## src/rtl/dma_chan_pkg.sv

```systemverilog
package dma_chan_pkg;
  typedef enum logic [1:0] {ST_IDLE, ST_ARB, ST_RD, ST_WR} dma_st_e;

  localparam logic [1:0] SEL_SRC  = 2'd0;
  localparam logic [1:0] SEL_DST  = 2'd1;
  localparam logic [1:0] SEL_CNT  = 2'd2;
  localparam logic [1:0] SEL_CTRL = 2'd3;

  localparam int CB_EN   = 0;
  localparam int CB_TRIG = 1;
  localparam int CB_TC   = 2;
  localparam int CB_RPT  = 3;
  localparam int CB_SZ16 = 4;
  localparam int CB_FIX0 = 5; // +0 source, +1 destination
endpackage

```

## src/rtl/dma_chan_regs.sv

```systemverilog
module dma_chan_regs
  import dma_chan_pkg::*;
#(
  parameter int AW = 16,
  parameter int CW = 16,
  parameter int DW = 16
) (
  input  logic                 clk_i,
  input  logic                 rst_ni,
  input  logic                 cfg_we_i,
  input  logic                 cfg_re_i,
  input  logic [1:0]           cfg_addr_i,
  input  logic [DW-1:0]        cfg_wdata_i,
  output logic [DW-1:0]        cfg_rdata_o,
  input  logic                 item_done_i,
  output logic [1:0][AW-1:0]   addr_o,
  output logic                 en_o,
  output logic                 tc_o,
  output logic                 size16_o,
  output logic                 trig_o,
  output logic                 irq_o
);
  localparam int NPTR = 2;

  logic [CW-1:0]   cnt_m, cnt_w;
  logic [NPTR-1:0] fix_q;
  logic            rpt_q;
  logic            last, set_tc, wr_ctrl, rd_ctrl;

  assign last    = (cnt_w == '0);
  assign set_tc  = item_done_i & last & ~rpt_q;
  assign wr_ctrl = cfg_we_i & (cfg_addr_i == SEL_CTRL);
  assign rd_ctrl = cfg_re_i & (cfg_addr_i == SEL_CTRL);
  assign trig_o  = wr_ctrl & cfg_wdata_i[CB_TRIG];

  for (genvar i = 0; i < NPTR; i++) begin : g_ptr
    localparam logic [1:0] SEL = 2'(i);
    logic [AW-1:0] m_q, w_q, step;
    assign step = fix_q[i] ? '0 : (size16_o ? AW'(2) : AW'(1));
    always_ff @(posedge clk_i or negedge rst_ni) begin
      if (!rst_ni) begin
        m_q <= '0;
        w_q <= '0;
      end else if (cfg_we_i && cfg_addr_i == SEL) begin
        m_q <= cfg_wdata_i[AW-1:0];
        w_q <= cfg_wdata_i[AW-1:0];
      end else if (item_done_i) begin
        w_q <= last ? m_q : w_q + step;
      end
    end
    assign addr_o[i] = w_q;
  end

  always_ff @(posedge clk_i or negedge rst_ni) begin
    if (!rst_ni) begin
      cnt_m <= '0;
      cnt_w <= '0;
    end else if (cfg_we_i && cfg_addr_i == SEL_CNT) begin
      cnt_m <= cfg_wdata_i[CW-1:0];
      cnt_w <= cfg_wdata_i[CW-1:0];
    end else if (item_done_i) begin
      cnt_w <= last ? cnt_m : cnt_w - 1'b1;
    end
  end

  always_ff @(posedge clk_i or negedge rst_ni) begin
    if (!rst_ni) begin
      en_o     <= 1'b0;
      rpt_q    <= 1'b0;
      size16_o <= 1'b0;
      fix_q    <= '0;
    end else if (wr_ctrl) begin
      en_o     <= cfg_wdata_i[CB_EN];
      rpt_q    <= cfg_wdata_i[CB_RPT];
      size16_o <= cfg_wdata_i[CB_SZ16];
      fix_q    <= cfg_wdata_i[CB_FIX0 +: NPTR];
    end
  end

  // set beats read-clear so a colliding acknowledge cannot lose a completion
  always_ff @(posedge clk_i or negedge rst_ni) begin
    if (!rst_ni) begin
      tc_o  <= 1'b0;
      irq_o <= 1'b0;
    end else begin
      irq_o <= item_done_i & last;
      if (set_tc)       tc_o <= 1'b1;
      else if (rd_ctrl) tc_o <= 1'b0;
    end
  end

  always_comb begin
    cfg_rdata_o = '0;
    unique case (cfg_addr_i)
      SEL_SRC: cfg_rdata_o[AW-1:0] = addr_o[0];
      SEL_DST: cfg_rdata_o[AW-1:0] = addr_o[1];
      SEL_CNT: cfg_rdata_o[CW-1:0] = cnt_w;
      default: begin
        cfg_rdata_o[CB_EN]            = en_o;
        cfg_rdata_o[CB_TC]            = tc_o;
        cfg_rdata_o[CB_RPT]           = rpt_q;
        cfg_rdata_o[CB_SZ16]          = size16_o;
        cfg_rdata_o[CB_FIX0 +: NPTR]  = fix_q;
      end
    endcase
  end
endmodule

```

## src/rtl/dma_chan_seq.sv

```systemverilog
module dma_chan_seq
  import dma_chan_pkg::*;
#(
  parameter int AW = 16,
  parameter int DW = 16
) (
  input  logic          clk_i,
  input  logic          rst_ni,
  input  logic          en_i,
  input  logic          tc_i,
  input  logic          trig_i,
  input  logic          dreq_i,
  input  logic          size16_i,
  input  logic [AW-1:0] src_i,
  input  logic [AW-1:0] dst_i,
  output logic          bus_req_o,
  input  logic          bus_gnt_i,
  output logic          bus_valid_o,
  output logic          bus_we_o,
  output logic [AW-1:0] bus_addr_o,
  output logic [DW-1:0] bus_wdata_o,
  input  logic [DW-1:0] bus_rdata_i,
  input  logic          bus_rdy_i,
  output logic          item_done_o
);
  localparam logic [DW-1:0] BYTE_MASK = DW'(8'hFF);
  localparam logic [AW-1:0] EVEN_MASK = ~AW'(1);

  dma_st_e       st_q, st_d;
  logic          pend_q, launch;
  logic [DW-1:0] data_q;
  logic [AW-1:0] raw_addr;

  assign launch = (st_q == ST_IDLE) & pend_q & en_i & ~tc_i;

  always_comb begin
    st_d        = st_q;
    item_done_o = 1'b0;
    unique case (st_q)
      ST_IDLE: if (launch)    st_d = ST_ARB;
      ST_ARB:  if (bus_gnt_i) st_d = ST_RD;
      ST_RD:   if (bus_rdy_i) st_d = ST_WR;
      default: if (bus_rdy_i) begin
        st_d        = ST_IDLE;
        item_done_o = 1'b1;
      end
    endcase
  end

  always_ff @(posedge clk_i or negedge rst_ni) begin
    if (!rst_ni) begin
      st_q   <= ST_IDLE;
      pend_q <= 1'b0;
      data_q <= '0;
    end else begin
      st_q   <= st_d;
      pend_q <= (pend_q & ~launch) | dreq_i | trig_i;
      if (st_q == ST_RD && bus_rdy_i)
        data_q <= size16_i ? bus_rdata_i : (bus_rdata_i & BYTE_MASK);
    end
  end

  assign raw_addr    = (st_q == ST_WR) ? dst_i : src_i;
  assign bus_addr_o  = size16_i ? (raw_addr & EVEN_MASK) : raw_addr;
  assign bus_req_o   = (st_q != ST_IDLE);
  assign bus_valid_o = (st_q == ST_RD) | (st_q == ST_WR);
  assign bus_we_o    = (st_q == ST_WR);
  assign bus_wdata_o = data_q;
endmodule

```

## src/rtl/dma_chan.sv

```systemverilog
module dma_chan
  import dma_chan_pkg::*;
#(
  parameter int AW = 16,
  parameter int CW = 16,
  parameter int DW = 16
) (
  input  logic          clk_i,
  input  logic          rst_ni,
  input  logic          cfg_we_i,
  input  logic          cfg_re_i,
  input  logic [1:0]    cfg_addr_i,
  input  logic [DW-1:0] cfg_wdata_i,
  output logic [DW-1:0] cfg_rdata_o,
  input  logic          dreq_i,
  output logic          bus_req_o,
  input  logic          bus_gnt_i,
  output logic          bus_valid_o,
  output logic          bus_we_o,
  output logic          bus_size16_o,
  output logic [AW-1:0] bus_addr_o,
  output logic [DW-1:0] bus_wdata_o,
  input  logic [DW-1:0] bus_rdata_i,
  input  logic          bus_rdy_i,
  output logic          irq_o
);
  logic [1:0][AW-1:0] ptr;
  logic ctrl_en, ctrl_tc, ctrl_size16, sw_trig, item_done;

  dma_chan_regs #(.AW(AW), .CW(CW), .DW(DW)) u_regs (
    .clk_i, .rst_ni, .cfg_we_i, .cfg_re_i, .cfg_addr_i, .cfg_wdata_i, .cfg_rdata_o,
    .item_done_i (item_done),
    .addr_o      (ptr),
    .en_o        (ctrl_en),
    .tc_o        (ctrl_tc),
    .size16_o    (ctrl_size16),
    .trig_o      (sw_trig),
    .irq_o
  );

  dma_chan_seq #(.AW(AW), .DW(DW)) u_seq (
    .clk_i, .rst_ni,
    .en_i        (ctrl_en),
    .tc_i        (ctrl_tc),
    .trig_i      (sw_trig),
    .dreq_i,
    .size16_i    (ctrl_size16),
    .src_i       (ptr[0]),
    .dst_i       (ptr[1]),
    .bus_req_o, .bus_gnt_i, .bus_valid_o, .bus_we_o, .bus_addr_o,
    .bus_wdata_o, .bus_rdata_i, .bus_rdy_i,
    .item_done_o (item_done)
  );

  assign bus_size16_o = ctrl_size16;
endmodule

```

## config.mk

```make
export PLATFORM = sky130hd
export DESIGN_NAME = dma_chan
export DESIGN_NICKNAME = d
export VERILOG_FILES = /design/src/rtl/dma_chan_pkg.sv /design/src/rtl/dma_chan_regs.sv /design/src/rtl/dma_chan_seq.sv /design/src/rtl/dma_chan.sv
export SDC_FILE = /design/constraint.sdc
export NUM_CORES = 1
export LEC_CHECK = 0
export BUFFER_PORTS_ARGS = -buffer_cell sky130_fd_sc_hd__buf_4
export CELL_PAD_IN_SITES_DETAIL_PLACEMENT = 2
export CELL_PAD_IN_SITES_GLOBAL_PLACEMENT = 2
export CORE_MARGIN = 8
export CORE_UTILIZATION = 38
export CTS_BUF_LIST = sky130_fd_sc_hd__clkbuf_4 sky130_fd_sc_hd__clkbuf_8 sky130_fd_sc_hd__clkbuf_16
export DETAILED_ROUTE_END_ITERATION = 16
export PLACE_DENSITY_LB_ADDON = 0.1
export SETUP_SLACK_MARGIN = 0.4
export SYNTH_ARGS = -nofsm -noshare
export SYNTH_HDL_FRONTEND = slang
export SYNTH_SLANG_ARGS = --single-unit
```

## constraint.sdc

```tcl
create_clock -name clk_i -period 5.15 [get_ports clk_i]
set_clock_uncertainty 0.2 [all_clocks]
set_input_delay 1.03 -clock clk_i [delete_from_list [all_inputs] [get_ports clk_i]]
set_output_delay 1.03 -clock clk_i [all_outputs]
set_load 0.1 [all_outputs]
```

==> impl_metrics.py, run 1 <==
metrics = {
    "outcome": {
        "outcome": "complete, no violations",
    },
    "global_routing": {
        "grt_use_total_pct": 26.3,
        "grt.overflow.total": 0,
        "largest_net_degree_at_the_start_of_global_routing": 64,
        "grt_pass1_vias": 7482,
        "grt_antenna_before_repair": 0,
        "grt_first_pass_wirelength_mm": 45.1,
    },
    "logic_synthesis": {
        "synth.cell_area_um2": 6950,
        "synth_fp_nets": 836,
        "synthArstFlopShare_pct": 100,
        "synthFlopType": "dfrtp_1",
        "yosys.cell_types.count": 62,
        "syn_avg_cell_area_um2": 8.89,
        "synth-edff-count": 0,
        "syn-instance-count": 782,
        "ys_seq_area_share_pct": 43.9,
        "synthesis.yosys.warnings": 0,
        "number_of_synthesized_register_bits": 122,
    },
    "place": {
        "detailedPlacementHpwl_mm": 20.2,
        "post-place-cells": 1064,
        "place.gp.congestion": 0.850,
        "port_buffers": 93,
    },
    "sta": {
        "tightestPinTransition_ns": 1.22,
        "setup_viol": 0,
        "timing.final.max_slew_violations": 0,
        "hold_violations": 0,
        "final.period_utilization_pct": 75.0,
        "post-route-min-period_ns": 3.86,
        "unrepaired_setup_endpoints_after_global_routing": "false",
        "relative_slew_margins_pct": 18.6,
        "fmax_mhz": 259,
        "setup-tns-final_ns": 0,
    },
    "setup_path": {
        "critPathSlowestCell": "nor2b_1",
        "cp_cell_sequence": "buf_4, nor2b_1, nand2_1, o21ai_0, buf_4",
        "reg2reg_depth": 9,
        "cp.required_ns": 3.92,
        "cp.arrival_ns": 2.63,
        "rrSetupSlack_ns": 2.02,
        "timing.rr.end": "u_regs.g_ptr[0].w_q[12]$_DFFE_PN0P_",
        "critPathMaxFanout": 25,
        "startpoint_type": "primary input",
        "timing_worst_setup_path_type": "primary input to output pin",
        "critical_path.max_stage_delay_ns": 0.65,
        "critical-path-top-cell-by-count": "buf_4",
        "end_kind": "output pin",
        "timing.rr.start": "u_regs.size16_o$_DFFE_PN0P_",
    },
    "clock_network": {
        "cts.root.buffer_cell": "clkbuf_16",
        "post_cts_resize_count": 0,
        "insertion_delay_ns": 0.43,
        "cts_buffer_depth": 2,
        "clkSlewWorstSetupHoldPaths_ns": 0.06,
        "cts-buffers-inserted": 17,
        "clock_tree.htree_level_count": 4,
        "clock_sinks": 122,
        "post_cts_setup_buffer_count": 0,
        "cts_tree": "built",
        "cts_hold_buffers": 0,
    },
    "min_path": {
        "holdCritStartpoint": "u_regs.g_ptr[0].m_q[13]$_DFFE_PN0P_",
        "min_delay_path_depth": 2,
        "hold_end": "u_regs.g_ptr[0].m_q[13]$_DFFE_PN0P_",
        "hold_path_class": "flip-flop to flip-flop",
    },
    "layout": {
        "final_cells": 1095,
        "commonest_non_fill_non_tap_cell_in_the_layout": "nand2_1",
        "multi_input_comb_area_um2": 3650,
        "final-seq-area_um2": 3050,
        "final_cell_mix": "207 x nand2_1, 122 x dfrtp_1, 101 x buf_4",
        "synthToLayoutAreaGrowth_pct": 20.6,
        "antenna_cells": 0,
        "final_layout_size_suffix_gt1_share_pct": 20.6,
        "nNetsFinal": 908,
        "filler_cell_count_in_the_final_layout": 1955,
    },
    "pwr": {
        "post-layout-total-power_w": 0.00627,
        "power.leakage_nw": 3.84,
        "cell_pwr_density_nw_per_um2": 749,
        "power.ir.vdd_worst_v": 0.000434,
    },
    "routing": {
        "drc_errors": 0,
        "initial_drt_markers": 318,
        "wirelength_mm": 29.0,
        "wl_per_cell_um": 26.5,
        "vias": 6619,
        "drtPass1Iterations": 5,
        "post_drt_via_cell_ratio": 6.04,
        "drt.antenna.violating_nets": 0,
    },
    "floorplanning": {
        "boundaryPins": 94,
        "chipWidth_um": 151,
        "row_count": 49,
        "die_h_um": 151,
        "initial_utilization_pct": 38.7,
        "placeableCoreArea_um2": 18000,
        "die_area_um2": 22900,
    },
    "job": {
        "maxCapViolations": 0,
    },
}
[state kept, by name (all words and copies together), names as in the netlist, 2 cells and up]
name and flops:
u_regs.g_ptr.w_q 32, u_regs.fix_q 2, u_regs.cnt_m 16, u_regs.cnt_w 16
u_seq.st_q 2, u_regs.g_ptr.m_q 32, u_seq.bus_wdata_o 16
[per-layer routing]
layer / up-vias / global-route usage [%] / wire [um]
li1: 2908 / - / -
met1: 3463 / 32.8 / 12400
met2: 198 / 43.2 / 14300
met3: 50 / 5.23 / 1540
met4: 0 / 11.3 / 808
met5: - / 0 / 0
[final cells by class]
class / count / share of cell area, %
clock buffers: 22 / 5.67
inverters: 17 / 0.761
well taps: 229 / 3.42
repair buffers: 101 / 9.05
clock inverters: 9 / 1.16
flip-flops and latches: 122 / 36.4
multi-input cells: 595 / 43.5
[critical path, delay by kind of cell]
| family | cells | cell delay, ns |
|---|---|---|
| AO/OA/AOI/OAI | 1 | 0.17 |
| AND/OR/NAND/NOR | 2 | 0.77 |
| buffers and inverters | 2 | 0.64 |
[cells by family (layout without fill, tap and decap cells)]
family | after synthesis | in the layout | share of synthesized area, %
simple gates | 345 | 345 | 22.9
buf+inv | 65 | 149 | 3.71
fa+ha+maj | 13 | 13 | 2.56
flops | 122 | 122 | 43.9
compound gates | 161 | 161 | 14.9
xor+xnor | 27 | 27 | 3.40
mux | 49 | 49 | 8.62
[synth_stat cells, types with 4 or more instances]
| library cell | number | area, um^2 |
|---|---|---|
| nand2_1 | 207 | 777 |
| dfrtp_1 | 122 | 3050 |
| o21ai_0 | 54 | 270 |
| clkbuf_1 | 32 | 120 |
| nor2_1 | 32 | 120 |
| mux2_2 | 27 | 304 |
| nand3_1 | 27 | 135 |
| a21oi_1 | 21 | 105 |
| inv_1 | 17 | 63.8 |
| nor3_1 | 17 | 85.1 |
| xor2_1 | 17 | 149 |
| mux2i_1 | 16 | 160 |
| o21ai_1 | 13 | 65.1 |
| o211ai_1 | 12 | 90.1 |
| a221o_1 | 11 | 110 |
| ha_1 | 11 | 138 |
| o221ai_1 | 10 | 87.6 |
| xnor2_1 | 10 | 87.6 |
| a22oi_1 | 9 | 67.6 |
| nand4_1 | 9 | 56.3 |
| buf_2 | 8 | 40.0 |
| nor4_1 | 8 | 50.1 |
| buf_1 | 7 | 26.3 |
| a21boi_0 | 6 | 45.0 |
| mux4_2 | 6 | 135 |
| nand2b_1 | 5 | 31.3 |
| nor2b_1 | 5 | 31.3 |
| a31oi_1 | 4 | 25.0 |
| or2_2 | 4 | 25.0 |
| or3_1 | 4 | 25.0 |
[per-stage QoR]
stage / hold slack (ns) / worst slack, ns / util (%) / instance area [um^2]
floorplan: 0.237 / 0.232 / - / 6950
global placement: 0.249 / 1.36 / 43.5 / 7810
detailed placement: 0.263 / 1.30 / 43.5 / 7810
CTS: 0.277 / 1.30 / 46.7 / 8380
global route: 0.304 / 1.21 / 46.7 / 8380
finish: 0.271 / 1.29 / 46.7 / 8380
[worst max path at each step]
stage | start | end | slack [ns] | cells after the start
finish | cfg_addr_i[1] | cfg_rdata_o[1] | 1.29 | 5
global route | cfg_addr_i[1] | cfg_rdata_o[1] | 1.21 | 5
CTS | cfg_addr_i[1] | cfg_rdata_o[1] | 1.30 | 5
detailed placement | cfg_addr_i[1] | cfg_rdata_o[1] | 1.30 | 5
global placement | cfg_addr_i[1] | cfg_rdata_o[1] | 1.36 | 5
floorplan | u_seq.st_q[0]$_DFFE_PN0P_ | bus_addr_o[1] | 0.23 | 4
[power breakdown]
group	switching, W	leakage [nW]	internal [W]	total [W]
logic	0.00244	2.03	0.000855	0.00330
registers	0.000522	1.52	0.00126	0.00178
clock network	0.000446	0.290	0.000745	0.00119
total	0.00341	3.84	0.00286	0.00627
No activity file was read; power rests on OpenSTA's default activity.
==> run 2: changes to the inputs <==
--- a/config.mk
+++ b/config.mk
@@ -5,11 +5,12 @@
 export SDC_FILE = /design/constraint.sdc
 export NUM_CORES = 1
 export LEC_CHECK = 0
+export ABC_AREA = 1
 export BUFFER_PORTS_ARGS = -buffer_cell sky130_fd_sc_hd__buf_4
 export CELL_PAD_IN_SITES_DETAIL_PLACEMENT = 2
 export CELL_PAD_IN_SITES_GLOBAL_PLACEMENT = 2
 export CORE_MARGIN = 8
-export CORE_UTILIZATION = 38
+export CORE_UTILIZATION = 33
 export CTS_BUF_LIST = sky130_fd_sc_hd__clkbuf_4 sky130_fd_sc_hd__clkbuf_8 sky130_fd_sc_hd__clkbuf_16
 export DETAILED_ROUTE_END_ITERATION = 16
 export PLACE_DENSITY_LB_ADDON = 0.1
==> constraint.sdc (replaced) <==
create_clock -name clk_i -period 3.9 [get_ports clk_i]
set_clock_uncertainty 0.2 [all_clocks]
set_input_delay 0.78 -clock clk_i [delete_from_list [all_inputs] [get_ports clk_i]]
set_output_delay 0.78 -clock clk_i [all_outputs]
set_load 0.1 [all_outputs]
==> run 2 against run 1 <==
Compared with the run above:
- sequential share of layout area shrank 3.2 points
- routed wire length increased by 7.2%
- cell area grew 9.7%
- synthesized area up 8.2%
- via count grew 17%
- combinational power is 51% higher
- sequential power grew 24%
==> impl_metrics.py, run 2 <==
metrics = {
    "routing": {
        "post_drt_via_cell_ratio": 5.25,
        "drc_errors": 0,
        "initial_drt_markers": 408,
        "drt.antenna.violating_nets": 0,
        "drtPass1Iterations": 7,
        "wirelength_mm": 31.1,
        "wl_per_cell_um": 21.1,
        "vias": 7747,
    },
    "layout": {
        "commonest_non_fill_non_tap_cell_in_the_layout": "nand2_1",
        "filler_cell_count_in_the_final_layout": 2727,
        "final_layout_size_suffix_gt1_share_pct": 15.1,
        "antenna_cells": 0,
        "nNetsFinal": 1231,
        "largest_registers_ranked_by_flip_flop_count": "u_regs.g_ptr.m_q: 32 flops, u_regs.g_ptr.w_q: 32 flops",
        "synthToLayoutAreaGrowth_pct": 22.3,
        "final_cell_mix": "375 x nand2_1, 174 x inv_1, 122 x dfrtp_1",
    },
    "pwr": {
        "post-layout-total-power_w": 0.00895,
        "internal_power_w": 0.00395,
        "power.combinational.fraction_pct": 55.8,
        "power.ir.vdd_worst_v": 0.000698,
        "netSwitchingFraction_pct": 55.8,
        "power.leakage_nw": 4.83,
        "cell_pwr_density_nw_per_um2": 974,
        "switching_power_w": 0.00500,
        "power.share.sequential_pct": 24.6,
        "clockPowerShare_pct": 19.6,
    },
    "place": {
        "place.gp.congestion": 0.828,
        "port_buffers": 93,
        "minimum_setup_slack_after_placement_ns": 0.664,
        "detailedPlacementHpwl_mm": 22.6,
    },
    "logic_synthesis": {
        "syn-instance-count": 1091,
        "synth.area.top_cells": "dfrtp_1 41%, nand2_1 19%, inv_1 8.7%, o21ai_0 7.0%, nand3_1 5.5%",
        "synthFlopType": "dfrtp_1",
        "netlist.top_cell.by_area": "dfrtp_1",
        "ys_seq_area_share_pct": 40.6,
        "synthesis.yosys.warnings": 0,
        "synth-edff-count": 0,
        "synth.cell_area_um2": 7520,
        "synth_fp_nets": 1145,
        "yosys.cell_count.top_type": "nand2_1",
        "yosys.area.top_type_share_pct": 40.6,
        "synthArstFlopShare_pct": 100,
        "number_of_synthesized_register_bits": 122,
        "yosys.cell_types.count": 33,
        "syn_avg_cell_area_um2": 6.89,
        "synthTopCellsByCount": "375 x nand2_1, 174 x inv_1, 122 x dfrtp_1, 105 x o21ai_0, 82 x nand3_1",
    },
    "setup_path": {
        "cp_cell_sequence": "buf_4, inv_1, nand2_1, o221ai_1, buf_4",
        "critical-path-top-cell-by-count": "buf_4",
        "startpoint_type": "primary input",
        "timing.rr.start": "u_regs.size16_o$_DFFE_PN0P_",
        "cp.arrival_ns": 2.31,
        "critPathMaxFanout": 16,
        "end_kind": "output pin",
        "cp.required_ns": 2.92,
        "critPathSlowestCell": "o221ai_1",
        "critical_path.max_stage_delay_ns": 0.49,
        "timing_worst_setup_path_type": "primary input to output pin",
        "critPathLaunch": "cfg_addr_i[1]",
    },
    "floorplanning": {
        "boundaryPins": 94,
        "die_area_um2": 27900,
        "initial_utilization_pct": 33.4,
        "die_h_um": 167,
        "placeableCoreArea_um2": 22500,
        "chipWidth_um": 167,
        "row_count": 55,
    },
    "clock_network": {
        "cts-buffers-inserted": 17,
        "cts_tree": "built",
        "clkSlewWorstSetupHoldPaths_ns": 0.06,
        "cts_buffer_depth": 2,
        "post_cts_setup_buffer_count": 0,
        "cts.root.buffer_cell": "clkbuf_16",
        "insertion_delay_ns": 0.42,
        "post_cts_resize_count": 0,
        "clock_tree.htree_level_count": 4,
        "clock_sinks": 122,
        "cts_hold_buffers": 0,
    },
    "global_routing": {
        "grt_antenna_before_repair": 0,
        "grt_use_total_pct": 22.8,
        "grt_first_pass_wirelength_mm": 49.5,
        "largest_net_degree_at_the_start_of_global_routing": 67,
        "grt_pass1_vias": 8627,
        "grt.overflow.total": 0,
    },
    "sta": {
        "post-route-min-period_ns": 3.29,
        "tightestPinTransition_ns": 0.802,
        "finalWorstSetupSlack_ns": 0.615,
        "hold_violations": 0,
        "relative_slew_margins_pct": 46.4,
        "timing.final.max_slew_violations": 0,
        "unrepaired_setup_endpoints_after_global_routing": "false",
        "fmax_mhz": 304,
        "setup-tns-final_ns": 0,
        "final.period_utilization_pct": 84.2,
        "setup_viol": 0,
    },
    "min_path": {
        "hold_path_class": "primary input to asynchronous set/reset pin",
    },
    "job": {
        "maxCapViolations": 0,
    },
    "outcome": {
        "outcome": "complete, no violations",
    },
}
[run 2: cell count changes after synthesis, moves of 17 or more]
cell	change
nand3_1	+55
mux2_2	-19
clkbuf_1	-17
nor2_1	+45
o21ai_0	+51
nand2_1	+168
inv_1	+157
[run 2: layer usage]
| metal | global-route usage [%] | part of all wire [%] | vias up |
|---|---|---|---|
| li1 | - | - | 3611 |
| met1 | 29.1 | 46 | 3943 |
| met2 | 37.8 | 47 | 147 |
| met3 | 4.18 | 3.7 | 46 |
| met4 | 8.11 | 2.7 | 0 |
| met5 | 0 | 0 | - |
[run 2: layout make-up]
type / instances / area (um^2) / area share, %
Multi-Input combinational cell: 758 / 3700 / 40.3
Sequential cell: 122 / 3050 / 33.2
Timing Repair Buffer: 101 / 774 / 8.42
Inverter: 177 / 664 / 7.22
Clock buffer: 19 / 453 / 4.93
Tap cell: 285 / 357 / 3.88
Clock inverter: 13 / 193 / 2.10
[run 2: cells by family after synthesis]
| kind of cell | Yosys count | synth area share (%) |
|---|---|---|
| AOI/OAI and AO/OA | 160 | 12.5 |
| xor gates and xnor gates | 8 | 0.932 |
| adders and majority gates | 13 | 2.36 |
| muxes | 8 | 1.20 |
| and+or+nand+nor | 569 | 31.3 |
| buffers and inverters | 211 | 11.1 |
| DFF | 122 | 40.6 |
[run 2: worst max-delay path, delay by kind of cell]
family / cells / cell delay, ns
AND/OR/NAND/NOR: 1 / 0.44
buffers and inverters: 3 / 0.59
AO/OA/AOI/OAI: 1 / 0.49
[run 2: worst paths after layout]
path / end / slack [ns] / cells past startpoint
max: cfg_rdata_o[8] / 0.61 / 5
min: u_regs.cnt_m[11]$_DFFE_PN0P_ / 0.19 / 1
max reg2reg: u_regs.g_ptr[1].w_q[10]$_DFFE_PN0P_ / 1.01 / 12
min reg2reg: u_regs.g_ptr[1].m_q[3]$_DFFE_PN0P_ / 0.28 / 2
max in group asynchronous: u_seq.pend_q$_DFF_PN0_ / 2.50 / 2
min in group clk_i: u_regs.g_ptr[1].m_q[3]$_DFFE_PN0P_ / 0.28 / 2
[run 2: metrics by stage]
stage               instance area (um^2)  cells  hold WS [ns]  util [%]
finish                              9200   1475         0.194      40.9
global route                        9200   1475         0.234      40.9
CTS                                 9200   1475         0.218      40.9
detailed placement                  8550   1443         0.258      38.0
global placement                    8550   1443         0.255      38.0
floorplan                           7590   1091         0.236         -
[run 2: power by group through the flow]
stage	sequential (W)	clock (W)	combinational [W]
after floorplan	0.00261	0	0.00319
after global placement	0.00221	0	0.00489
after detailed placement	0.00222	0	0.00499
after CTS	0.00221	0.00179	0.00505
after global routing	0.00227	0.00183	0.00535
final	0.00220	0.00176	0.00499
